[src/rtl/alarm_pkg.sv]
package alarm_pkg;

    localparam int DATA_W = 8;
    localparam int ADDR_W = 7;

    typedef enum logic [2:0] {
        RX_IDLE,
        RX_START,
        RX_DATA,
        RX_STOP,
        RX_BREAK
    } rx_state_e;

    typedef struct packed {
        logic [DATA_W-1:0] data;
        logic              stop_ok;
    } rx_frame_t;

    // even parity across the full data byte (address plus parity bit)
    function automatic logic parity_even(input logic [DATA_W-1:0] d);
        return ~(^d);
    endfunction

    function automatic logic [ADDR_W-1:0] zone_of(input logic [DATA_W-1:0] d);
        return d[ADDR_W-1:0];
    endfunction

endpackage

[src/rtl/alarm_tick_gen.sv]
module alarm_tick_gen #(
    parameter int CLKS_PER_TICK = 26042
) (
    input  logic clk,
    input  logic rst,
    output logic tick
);
    localparam int TW = (CLKS_PER_TICK > 1) ? $clog2(CLKS_PER_TICK) : 1;
    localparam logic [TW-1:0] LAST = TW'(CLKS_PER_TICK - 1);

    logic [TW-1:0] cnt;

    always_ff @(posedge clk) begin
        if (rst) begin
            cnt  <= '0;
            tick <= 1'b0;
        end else begin
            tick <= (cnt == LAST);
            if (cnt == LAST) cnt <= '0;
            else             cnt <= cnt + 1'b1;
        end
    end
endmodule

[src/rtl/alarm_uart_rx.sv]
module alarm_uart_rx
    import alarm_pkg::*;
#(
    parameter int OVERSAMPLE = 16
) (
    input  logic      clk,
    input  logic      rst,
    input  logic      tick,
    input  logic      serial_in,
    output logic      frame_vld,
    output rx_frame_t frame
);
    localparam int OS_W = $clog2(OVERSAMPLE);
    localparam logic [OS_W-1:0] OS_LAST = OS_W'(OVERSAMPLE - 1);
    localparam logic [OS_W-1:0] OS_MID  = OS_W'(OVERSAMPLE / 2 - 1);
    localparam int BI_W = $clog2(DATA_W);
    localparam logic [BI_W-1:0] BI_LAST = BI_W'(DATA_W - 1);

    logic              rxd_meta, rxd_s;
    rx_state_e         state;
    logic [OS_W-1:0]   os_cnt;
    logic [BI_W-1:0]   bit_idx;
    logic [DATA_W-1:0] shreg;

    // two-flop synchronizer, idle level high
    always_ff @(posedge clk) begin
        if (rst) begin
            rxd_meta <= 1'b1;
            rxd_s    <= 1'b1;
        end else begin
            rxd_meta <= serial_in;
            rxd_s    <= rxd_meta;
        end
    end

    always_ff @(posedge clk) begin
        if (rst) begin
            state     <= RX_IDLE;
            os_cnt    <= '0;
            bit_idx   <= '0;
            shreg     <= '0;
            frame_vld <= 1'b0;
            frame     <= '0;
        end else begin
            frame_vld <= 1'b0;
            unique case (state)
                RX_IDLE: begin
                    if (tick && !rxd_s) begin
                        state  <= RX_START;
                        os_cnt <= '0;
                    end
                end
                RX_START: begin
                    if (tick) begin
                        if (os_cnt == OS_MID) begin
                            os_cnt  <= '0;
                            bit_idx <= '0;
                            state   <= rxd_s ? RX_IDLE : RX_DATA;
                        end else begin
                            os_cnt <= os_cnt + 1'b1;
                        end
                    end
                end
                RX_DATA: begin
                    if (tick) begin
                        if (os_cnt == OS_LAST) begin
                            os_cnt <= '0;
                            shreg  <= {rxd_s, shreg[DATA_W-1:1]};
                            if (bit_idx == BI_LAST) state <= RX_STOP;
                            else                    bit_idx <= bit_idx + 1'b1;
                        end else begin
                            os_cnt <= os_cnt + 1'b1;
                        end
                    end
                end
                RX_STOP: begin
                    if (tick) begin
                        if (os_cnt == OS_LAST) begin
                            os_cnt        <= '0;
                            frame_vld     <= 1'b1;
                            frame.data    <= shreg;
                            frame.stop_ok <= rxd_s;
                            state         <= rxd_s ? RX_IDLE : RX_BREAK;
                        end else begin
                            os_cnt <= os_cnt + 1'b1;
                        end
                    end
                end
                RX_BREAK: begin
                    if (rxd_s) state <= RX_IDLE;
                end
                default: state <= RX_IDLE;
            endcase
        end
    end

    // data sampling begins only if the start bit was still low at mid-bit
    a_r3_start_mid_low: assert property (@(posedge clk) disable iff (rst)
        ($past(state) == RX_START && state == RX_DATA) |-> !$past(rxd_s));

    // while the line stays low after a bad stop bit, no new frame may begin
    a_r5_break_hold: assert property (@(posedge clk) disable iff (rst)
        (state == RX_BREAK && !rxd_s) |=> state == RX_BREAK);

    // a frame is delivered only at the end of the stop bit
    a_r2_frame_from_stop: assert property (@(posedge clk) disable iff (rst)
        frame_vld |-> $past(state) == RX_STOP);

endmodule

[src/rtl/alarm_vote.sv]
module alarm_vote
    import alarm_pkg::*;
#(
    parameter int VOTES = 3
) (
    input  logic              clk,
    input  logic              rst,
    input  logic              frame_vld,
    input  rx_frame_t         frame,
    output logic [ADDR_W-1:0] zone_addr,
    output logic              alarm_strobe,
    output logic              frame_err
);
    // VOTES must be at least 2
    localparam int CNT_W = $clog2(VOTES + 1);
    localparam logic [CNT_W-1:0] CNT_LAST = CNT_W'(VOTES - 1);

    logic [ADDR_W-1:0] cand;
    logic [CNT_W-1:0]  count;
    logic              good;
    logic [ADDR_W-1:0] addr_in;

    always_comb begin
        good    = frame.stop_ok && parity_even(frame.data);
        addr_in = zone_of(frame.data);
    end

    always_ff @(posedge clk) begin
        if (rst) begin
            cand         <= '0;
            count        <= '0;
            zone_addr    <= '0;
            alarm_strobe <= 1'b0;
            frame_err    <= 1'b0;
        end else begin
            alarm_strobe <= 1'b0;
            frame_err    <= 1'b0;
            if (frame_vld) begin
                if (!good) begin
                    frame_err <= 1'b1;
                    count     <= '0;
                end else if (count == '0 || addr_in != cand) begin
                    cand  <= addr_in;
                    count <= CNT_W'(1);
                end else if (count == CNT_LAST) begin
                    alarm_strobe <= 1'b1;
                    zone_addr    <= addr_in;
                    count        <= '0;
                end else begin
                    count <= count + 1'b1;
                end
            end
        end
    end

    // strobe is a single clock wide
    a_r11_strobe_single: assert property (@(posedge clk) disable iff (rst)
        alarm_strobe |=> !alarm_strobe);

    // strobe and error never together
    a_r11_strobe_err_excl: assert property (@(posedge clk) disable iff (rst)
        !(alarm_strobe && frame_err));

    // displayed zone moves only with the strobe
    a_r9_zone_hold: assert property (@(posedge clk) disable iff (rst)
        !alarm_strobe |-> $stable(zone_addr));

    // an error only follows a completed frame
    a_r4_err_after_frame: assert property (@(posedge clk) disable iff (rst)
        frame_err |-> $past(frame_vld));

    // an error leaves the vote empty
    a_r8_err_clears_vote: assert property (@(posedge clk) disable iff (rst)
        frame_err |-> count == '0);

    // a strobe needs the previous votes already collected
    a_r6_strobe_after_votes: assert property (@(posedge clk) disable iff (rst)
        alarm_strobe |-> ($past(count) == CNT_LAST && $past(frame_vld)));

endmodule

[src/rtl/alarm_frame_validator.sv]
module alarm_frame_validator
    import alarm_pkg::*;
#(
    parameter int CLKS_PER_TICK = 26042,
    parameter int OVERSAMPLE    = 16,
    parameter int VOTES         = 3
) (
    input  logic              clk,
    input  logic              rst,
    input  logic              serial_in,
    output logic [ADDR_W-1:0] zone_addr,
    output logic              alarm_strobe,
    output logic              frame_err
);
    logic      tick;
    logic      frame_vld;
    rx_frame_t frame;

    alarm_tick_gen #(.CLKS_PER_TICK(CLKS_PER_TICK)) u_tick (
        .clk  (clk),
        .rst  (rst),
        .tick (tick)
    );

    alarm_uart_rx #(.OVERSAMPLE(OVERSAMPLE)) u_rx (
        .clk       (clk),
        .rst       (rst),
        .tick      (tick),
        .serial_in (serial_in),
        .frame_vld (frame_vld),
        .frame     (frame)
    );

    alarm_vote #(.VOTES(VOTES)) u_vote (
        .clk          (clk),
        .rst          (rst),
        .frame_vld    (frame_vld),
        .frame        (frame),
        .zone_addr    (zone_addr),
        .alarm_strobe (alarm_strobe),
        .frame_err    (frame_err)
    );
endmodule

[config.mk]
export PLATFORM = sky130hd
export DESIGN_NAME = alarm_frame_validator
export DESIGN_NICKNAME = d
export VERILOG_FILES = /design/src/rtl/alarm_pkg.sv /design/src/rtl/alarm_tick_gen.sv /design/src/rtl/alarm_uart_rx.sv /design/src/rtl/alarm_vote.sv /design/src/rtl/alarm_frame_validator.sv
export SDC_FILE = /design/constraint.sdc
export NUM_CORES = 1
export LEC_CHECK = 0
export BUFFER_PORTS_ARGS = -buffer_cell sky130_fd_sc_hd__buf_4
export CORE_ASPECT_RATIO = 0.9
export CORE_MARGIN = 2
export CORE_UTILIZATION = 40
export DETAILED_ROUTE_END_ITERATION = 8
export MAX_ROUTING_LAYER = met4
export PLACE_DENSITY = 0.59
export SETUP_SLACK_MARGIN = 0.2
export SYNTH_ARGS = -nofsm -noshare
export SYNTH_HDL_FRONTEND = slang
export SYNTH_SLANG_ARGS = --single-unit
[constraint.sdc]
create_clock -name clk -period 3.4 [get_ports clk]
set_clock_uncertainty 0.2 [all_clocks]
set_input_delay 0.17 -clock clk [delete_from_list [all_inputs] [get_ports clk]]
set_output_delay 0.17 -clock clk [all_outputs]
set_load 0.02 [all_outputs]
Word-level counts from Yosys, hierarchy flattened --
Index checks and enable logic that the tools add are counted. Widths: inputs -> output; s select.
Operators by class: add/sub/neg operators 4, equality and inequality tests 21, mux-type cells 30, bitwise operators 6, reductions and logical operators 21
Operators by type and width (number):
- $mux 3 | 15
- $mux 4 | 5
- $add 15x1->15 const B | 1
- $eq 15x15->1 const B | 1
- $pmux 3 s5 | 1
- $ne 2x1->1 const B | 7
- $pmux 4 s3 | 1
- $reduce_and 3->1 | 3
- $reduce_and 9->1 | 1
- $mux 2 | 4
- $ne 2x2->1 const B | 4
- $reduce_and 4->1 | 2
- $reduce_xor 8->1 | 1
- $ne 7x7->1 | 1
- $eq 3x2->1 const B | 2
- $eq 3x3->1 const B | 2
- $not 1->1 | 6
- $pmux 3 s2 | 1
- $reduce_and 6->1 | 1
- $reduce_or 2->1 | 3
- $add 4x1->4 const B | 1
- $eq 4x3->1 const B | 1
- $eq 4x4->1 const B | 1
- $reduce_or 4->1 | 1
- other kinds (13) | 16
Word-level totals: bits in registers 64, input bits 3, output and inout bits 9, word-level logic and storage cells 98

Logic depth before layout (Yosys ltp) --
Gate-level depths: netlist of the first run.
depth after elaboration 5, gate-level depth with buffers 8, gate-level depth less buffers 7

Hierarchy --
From an unflattened synthesis of the first run, not the netlist that was laid out.
Second synthesis, totals: cell total of the unflattened synthesis 300, area total of the unflattened synthesis 2926.6 µm²
Modules (own cells, without submodules):
- alarm_uart_rx | times used 1, cells each 136, area each 1307.5 µm²
- alarm_vote | times used 1, cells each 86, area each 908.4 µm²
- alarm_tick_gen | times used 1, cells each 78, area each 710.7 µm²

Worst setup path before layout of the first run --
OpenSTA, ideal clock, no wires.
path kind flip-flop to flip-flop, from register u_rx.os_cnt[0], to register u_rx.shreg[7], library setup time 0.128 ns, data arrival time 1.570 ns, setup slack 1.502 ns, cell stages (with the launch flop) 6, path buffers 0, cells stage by stage dfxtp_1 ha_1 nand4b_1 nor3_2 mux2i_1 nor2_1
Between the ends: word-level cells in the longest chain between the ends 2
Ends and longest elaborated chain:
- start, declared | line alarm_uart_rx.sv:21 | logic [OS_W-1:0] os_cnt;
- start signal, assigned | line alarm_uart_rx.sv:60 | os_cnt <= os_cnt + 1'b1;
- start signal, assigned | line alarm_uart_rx.sv:72 | os_cnt <= os_cnt + 1'b1;
- start signal, assigned | line alarm_uart_rx.sv:85 | os_cnt <= os_cnt + 1'b1;
- $eq 4x4->1 | line alarm_uart_rx.sv:66 | if (os_cnt == OS_LAST) begin
- $reduce_and 3->1 (no line)
- end signal, assigned | line alarm_uart_rx.sv:68 | shreg <= {rxd_s, shreg[DATA_W-1:1]};
- end, declared | line alarm_uart_rx.sv:23 | logic [DATA_W-1:0] shreg;
Every way passes these cells. A chain may end at the register's enable or synchronous reset.

Worst setup path after layout of the first run --
Same ends and word-level chain as after synthesis.

==> results.txt, run 1 <==
status = finished, final reports clean
Post-synth top cells = dfxtp_1 (64), nor2_1 (41), nand2b_1 (27)
Vias per Instance = 4.85
Longest Clk Path Bufs = 2
critical path type = reg2reg
Buffers on Ports = 11
Synth area leader = dfxtp_1
Mapped Cells = 297
vias in the first global route = 1772
H-tree depth = 3
fin crit share = 71.8%
gpl congestion = 0.770
Final #Nets = 317
Synth Area per Inst = 9.26 sq um
drt wl/cell = 12.1 um
DR iter-0 viols = 73
Mapped Area = 2750 sq um
vias = 1961
GRT Overall Usage = 14.5%
Synth Flop Type = dfxtp_1
FFs w/ async S/R, synth = 0%
post-CTS setup buffer count = 0
relative slew slack = 49.6%
fraction of final layout cells sized beyond drive strength 1 = 9.87%
R2R cell count = 5
Initial Utilization = 41.5%
crit end category = flop
ANT cells = 0
fmax = 409 MHz
RSZ-0062 raised after global routing = false
FF+latch count, synth = 64
final critical-path required period = 2.44 ns
Final Setup Violations = 0
Pwr per Cell Area = 465 nW/um^2
total gr overflow = 0
setup_tns = 0 ns
WP data required = 3.41 ns
die height = 82.6 um
DRC = 0
Post-DRT Antenna Nets = 0
largest net degree at the start of global routing = 58
Clock Pin Slew Worst Setup and Hold Paths = 0.07 ns
most common cell in the netlist = dfxtp_1
CP arrival = 2.45 ns
CTS tree = done
yosys warns = 0
total leakage power = 1.12 nW
# rows = 28
worst skew pair latency = 0.33 ns
hold depth = 2
worst-margin pin slew = 0.752 ns
Worst VDD drop = 0.275 mV
sequential-to-total area share from yosys stat = 46.6%
DRT Wirelength = 4880 um
root buf cell = clkbuf_8
# IOs = 12
clk sink count = 64
initial antenna violation count = 0
critical path fanouts, max = 13
# resized after CTS = 0
CTS Hold Bufs = 1
Die Wd = 91.4 um
core footprint = 6620 sq um
Mapped Nets = 305
Area Overhead vs Synth = 13.2%
Detailed Place HPWL = 3190 um
Total Power = 1.45 mW
Area contributors post-synth = dfxtp_1 (47%), mux2i_1 (8.7%), xnor2_1 (6.7%)
area fraction of the dominant cell type after synthesis = 46.6%
TritonCTS Buffers = 9
Hold Crit Class = in2reg
final hold vios = 0
Finished Core Util = 47.0%
type of origin of the critical path = flop
overall die area = 7550 sq um
First-pass DRT Iterations = 4
first-pass GRT wire length = 8370 um
Post-synth EDFFs = 0
count of pins over their slew limit = 0
Yosys cell types = 34
Max Cap Violations = 0
kinds of logic (layout without fill, tap and decap cells):
family                     after synthesis  count (layout)  synth area share (%)
AOI/OAI and AO/OA                       38              38                  8.15
DFF                                     64              64                  46.6
buffers and inverters                   14              31                  2.14
adders and majority gates                5               5                  2.28
xor gates and xnor gates                28              28                  8.92
and+or+nand+nor                        124             124                  23.2
muxes                                   24              24                  8.74
path summary, 6_finish.rpt:
check	start	endpoint	slack [ns]
setup / recovery	u_rx.os_cnt[0]	u_rx.shreg[7]	0.96
hold / removal	rst	u_rx.state[0]	0.08
setup reg to reg	u_rx.os_cnt[0]	u_rx.shreg[7]	0.96
hold reg to reg	u_rx.rxd_meta	u_rx.rxd_s	0.22
flip-flops by register name (all words and copies together), names as in the netlist:
signal and cells:
u_tick.cnt 15, u_rx.frame 9, u_rx.shreg 8, u_vote.cand 7, u_vote.zone_addr 7, u_rx.os_cnt 4, u_rx.bit_idx 3, u_rx.state 3
u_vote.count 2, u_rx.frame_vld 1, u_rx.rxd_meta 1, u_rx.rxd_s 1, u_tick.tick 1, u_vote.alarm_strobe 1, u_vote.frame_err 1
cell type report:
type / instances / area [sq um]
inverters: 3 / 11.3
multi-input cells: 219 / 1410
fillers: 640 / 3510
clock buffers: 11 / 151
well taps: 90 / 113
clock inverters: 5 / 55.1
repair buffers: 12 / 92.6
flip-flops and latches: 64 / 1280
placed cells by master, fill, tap and decap left out, types with 2 or more instances in the layout:
master / Yosys / final
o21ai_0: 12 / 12
xor2_1: 7 / 7
xnor2_1: 21 / 21
clkbuf_8: 0 / 11
nand3_1: 10 / 10
nor2b_1: 4 / 4
dfxtp_1: 64 / 64
buf_4: 1 / 11
nor2_1: 41 / 41
nand2_1: 16 / 16
clkinvlp_4: 0 / 2
a2bb2oi_1: 2 / 2
nand2b_1: 27 / 27
or2_2: 2 / 2
nor4_1: 3 / 3
inv_1: 3 / 3
and3_1: 4 / 4
clkinv_2: 0 / 2
a21oi_1: 16 / 16
nor3_1: 6 / 6
nand4b_1: 4 / 4
mux2i_1: 24 / 24
and4b_1: 2 / 2
a22oi_1: 2 / 2
nand4_1: 2 / 2
ha_1: 5 / 5
metal layers:
| metal | wire length [um] | GRT usage (%) | vias up | part of all wire [%] |
|---|---|---|---|---|
| met4 | 36 | 5.30 | 0 | 0.74 |
| met5 | 0 | - | - | 0 |
| met3 | 191 | 5.54 | 6 | 3.9 |
| li1 | - | - | 1037 | - |
| met2 | 2150 | 21.3 | 27 | 44 |
| met1 | 2500 | 18.2 | 891 | 51 |
power breakdown:
part           switching (mW)  internal [mW]  leakage (nW)
combinational          0.0144         0.0104         0.500
sequential            0.00357          0.753         0.516
clock                   0.291          0.376         0.101
stage by stage:
step | instances | worst slack, ns | hold slack [ns] | cell area (sq um)
floorplan | 297 | 1.50 | 0.0738 | 2750
detailed placement | 387 | 1.02 | 0.157 | 2900
finish | 404 | 0.958 | 0.0823 | 3110
CTS | 404 | 0.956 | 0.0645 | 3110
global placement | 387 | 1.05 | 0.157 | 2900
global route | 404 | 0.706 | 0.104 | 3110
worst max-delay path, cell delays in order, from the launching register on:
cell and delay [ns]:
dfxtp_1 0.37, ha_1 0.22, nand4b_1 0.41, nor3_2 0.77, mux2i_1 0.29, nor2_1 0.05
(Power assumes the default switching activity.)
==> run 2: changes to the inputs <==
clock period = 2.4 ns   (was 3.4 ns; I/O delays follow)
==> run 2 against run 1 <==
  * First-iteration DRC count is 5.5% lower
  * Sequential power increased by 41%
  * Critical path depth down 1
==> results.txt, run 2 (synthesized netlist as in run 1, its figures left out) <==
status = finished, final reports clean
biggest regs = u_tick.cnt x15, u_rx.frame x9, u_rx.shreg x8
DR iter-0 viols = 69 (-5.5%)
relative slew slack = 64.6% (+15 points)
Hold Crit Class = reg2reg
overall die area = 7550 sq um (unchanged)
RSZ-0062 raised after global routing = false
worst hold slack = 0.227 ns (+0.145 ns)
ANT cells = 0 (unchanged)
Filler Cells Inserted = 631 (-1.4%)
First-pass DRT Iterations = 4 (unchanged)
core footprint = 6620 sq um (unchanged)
fmax = 484 MHz (+18%)
Buffers on Ports = 11 (unchanged)
root buf cell = clkbuf_8
CTS tree = done
critical path fanouts, max = 10 (-3)
setup_tns = 0 ns (unchanged)
most common cell after layout, fill and taps aside = dfxtp_1
CP peak stage delay = 0.52 ns (-0.25 ns)
CP arrival = 2.13 ns (-0.32 ns)
Post-DRT Antenna Nets = 0 (unchanged)
Pwr per Cell Area = 632 nW/um^2 (+36%)
WP data required = 2.47 ns (-0.94 ns)
critical path type = reg2reg
type of origin of the critical path = flop
TritonCTS Buffers = 9 (unchanged)
Detailed Place HPWL = 3380 um (+6.0%)
gpl congestion = 0.823 (+6.9%)
vias = 1994 (+1.7%)
Initial Utilization = 41.5% (unchanged)
Placed Area = 2930 sq um (+1.3%)
initial antenna violation count = 0 (unchanged)
Final Setup Violations = 0 (unchanged)
worst skew pair latency = 0.33 ns (about the same)
final critical-path required period = 2.07 ns (-0.376 ns)
Area Overhead vs Synth = 14.6%
number of flip-flops in the largest register = 15 (unchanged)
H-tree depth = 3 (unchanged)
post-CTS setup buffer count = 0 (unchanged)
largest net degree at the start of global routing = 32 (-45%)
Final #Nets = 323 (+1.9%)
Clock Pin Slew Worst Setup and Hold Paths = 0.07 ns (about the same)
clk sink count = 64 (unchanged)
largest register by flop count = u_tick.cnt
crit path max-delay cell type = dfxtp_1
Die Wd = 91.4 um (unchanged)
crit end category = flop
drt wl/cell = 12.2 um (+0.80%)
final hold vios = 0 (unchanged)
GRT Overall Usage = 14.8% (+0.34 points)
DRT Wirelength = 4990 um (+2.3%)
Worst VDD drop = 0.372 mV (+35%)
fraction of final layout cells sized beyond drive strength 1 = 11.6% (+1.7 points)
Finished Cell Area = 3150 sq um (+1.2%)
fin crit share = 86.1% (+14 points)
DP Worst Slack = 0.374 ns (-0.643 ns)
fin cells = 410 (+1.5%)
Finished Core Util = 47.6% (+0.55 points)
Longest Clk Path Bufs = 2 (unchanged)
crit path cell chain = nor2_1, a311o_1, or4_1, a21oi_1
vias in the first global route = 1835 (+3.6%)
count of pins over their slew limit = 0 (unchanged)
# IOs = 12 (unchanged)
first-pass GRT wire length = 8750 um (+4.5%)
# rows = 28 (unchanged)
worst-margin pin slew = 0.531 ns (-0.221 ns)
Total Power = 1.99 mW (+37%)
most frequent cells in the layout = dfxtp_1 (64), nor2_1 (41), nand2b_1 (27), mux2i_1 (24), xnor2_1 (21)
Post-Place Cells = 392 (+1.3%)
total leakage power = 1.14 nW (+1.7%)
PnR worst setup slack = 0.334 ns (-0.624 ns)
total gr overflow = 0 (unchanged)
DRC = 0 (unchanged)
Max Cap Violations = 0 (unchanged)
Vias per Instance = 4.86 (+0.19%)
die height = 82.6 um (unchanged)
## run 2: changes by cell type in the layout (fill, tap and decap cells not counted)
cell / change
nor4_2: +1
clkbuf_8: -2
dlygate4sd3_1: +1
and4b_2: +1
nor4_1: -1
buf_4: +5
clkinv_2: +1
clkbuf_1: +1
and4b_1: -1
## run 2: final timing paths
check	start	endpoint	slack (ns)	depth (start not counted)
max	u_rx.state[0]	u_rx.os_cnt[3]	0.33	4
min	u_rx.rxd_meta	u_rx.rxd_s	0.23	1
max reg2reg	u_rx.state[0]	u_rx.os_cnt[3]	0.33	4
min reg2reg	u_rx.rxd_meta	u_rx.rxd_s	0.23	1
## run 2: final cells by class
cell class / count / area (sq um) / share of cell area, %
clock buffer: 10 / 128 / 4.05
inverter: 3 / 11.3 / 0.358
tap: 90 / 113 / 3.58
sequential: 64 / 1280 / 40.7
clock inverter: 6 / 60.1 / 1.91
multi-input combinational: 219 / 1420 / 45.0
timing repair buffer: 18 / 140 / 4.45
## run 2: routing by layer
metal	track usage [%]	vias up	share of wire [%]
met5	-	-	0
li1	-	1048	-
met1	19.4	911	53
met2	22.4	32	43
met3	5.17	3	4.0
met4	3.18	0	0.30
## run 2: power by group
part	switching (mW)	internal [mW]
logic	0.0208	0.0167
clock network	0.407	0.474
registers	0.00574	1.07
total	0.433	1.56
## run 2: worst max-delay path, delay by kind of cell (launching register included)
kind            cells  cell delay, ns
simple gates        2            0.70
compound gates      2            0.57
flops               1            0.52
## run 2: repair_timing
item                                   4_1_cts  5_1_grt
hold buffers                                 2        0
setup endpoints to repair                    0        6
gates resized for setup                      0        2
endpoints found under the hold margin       10        0
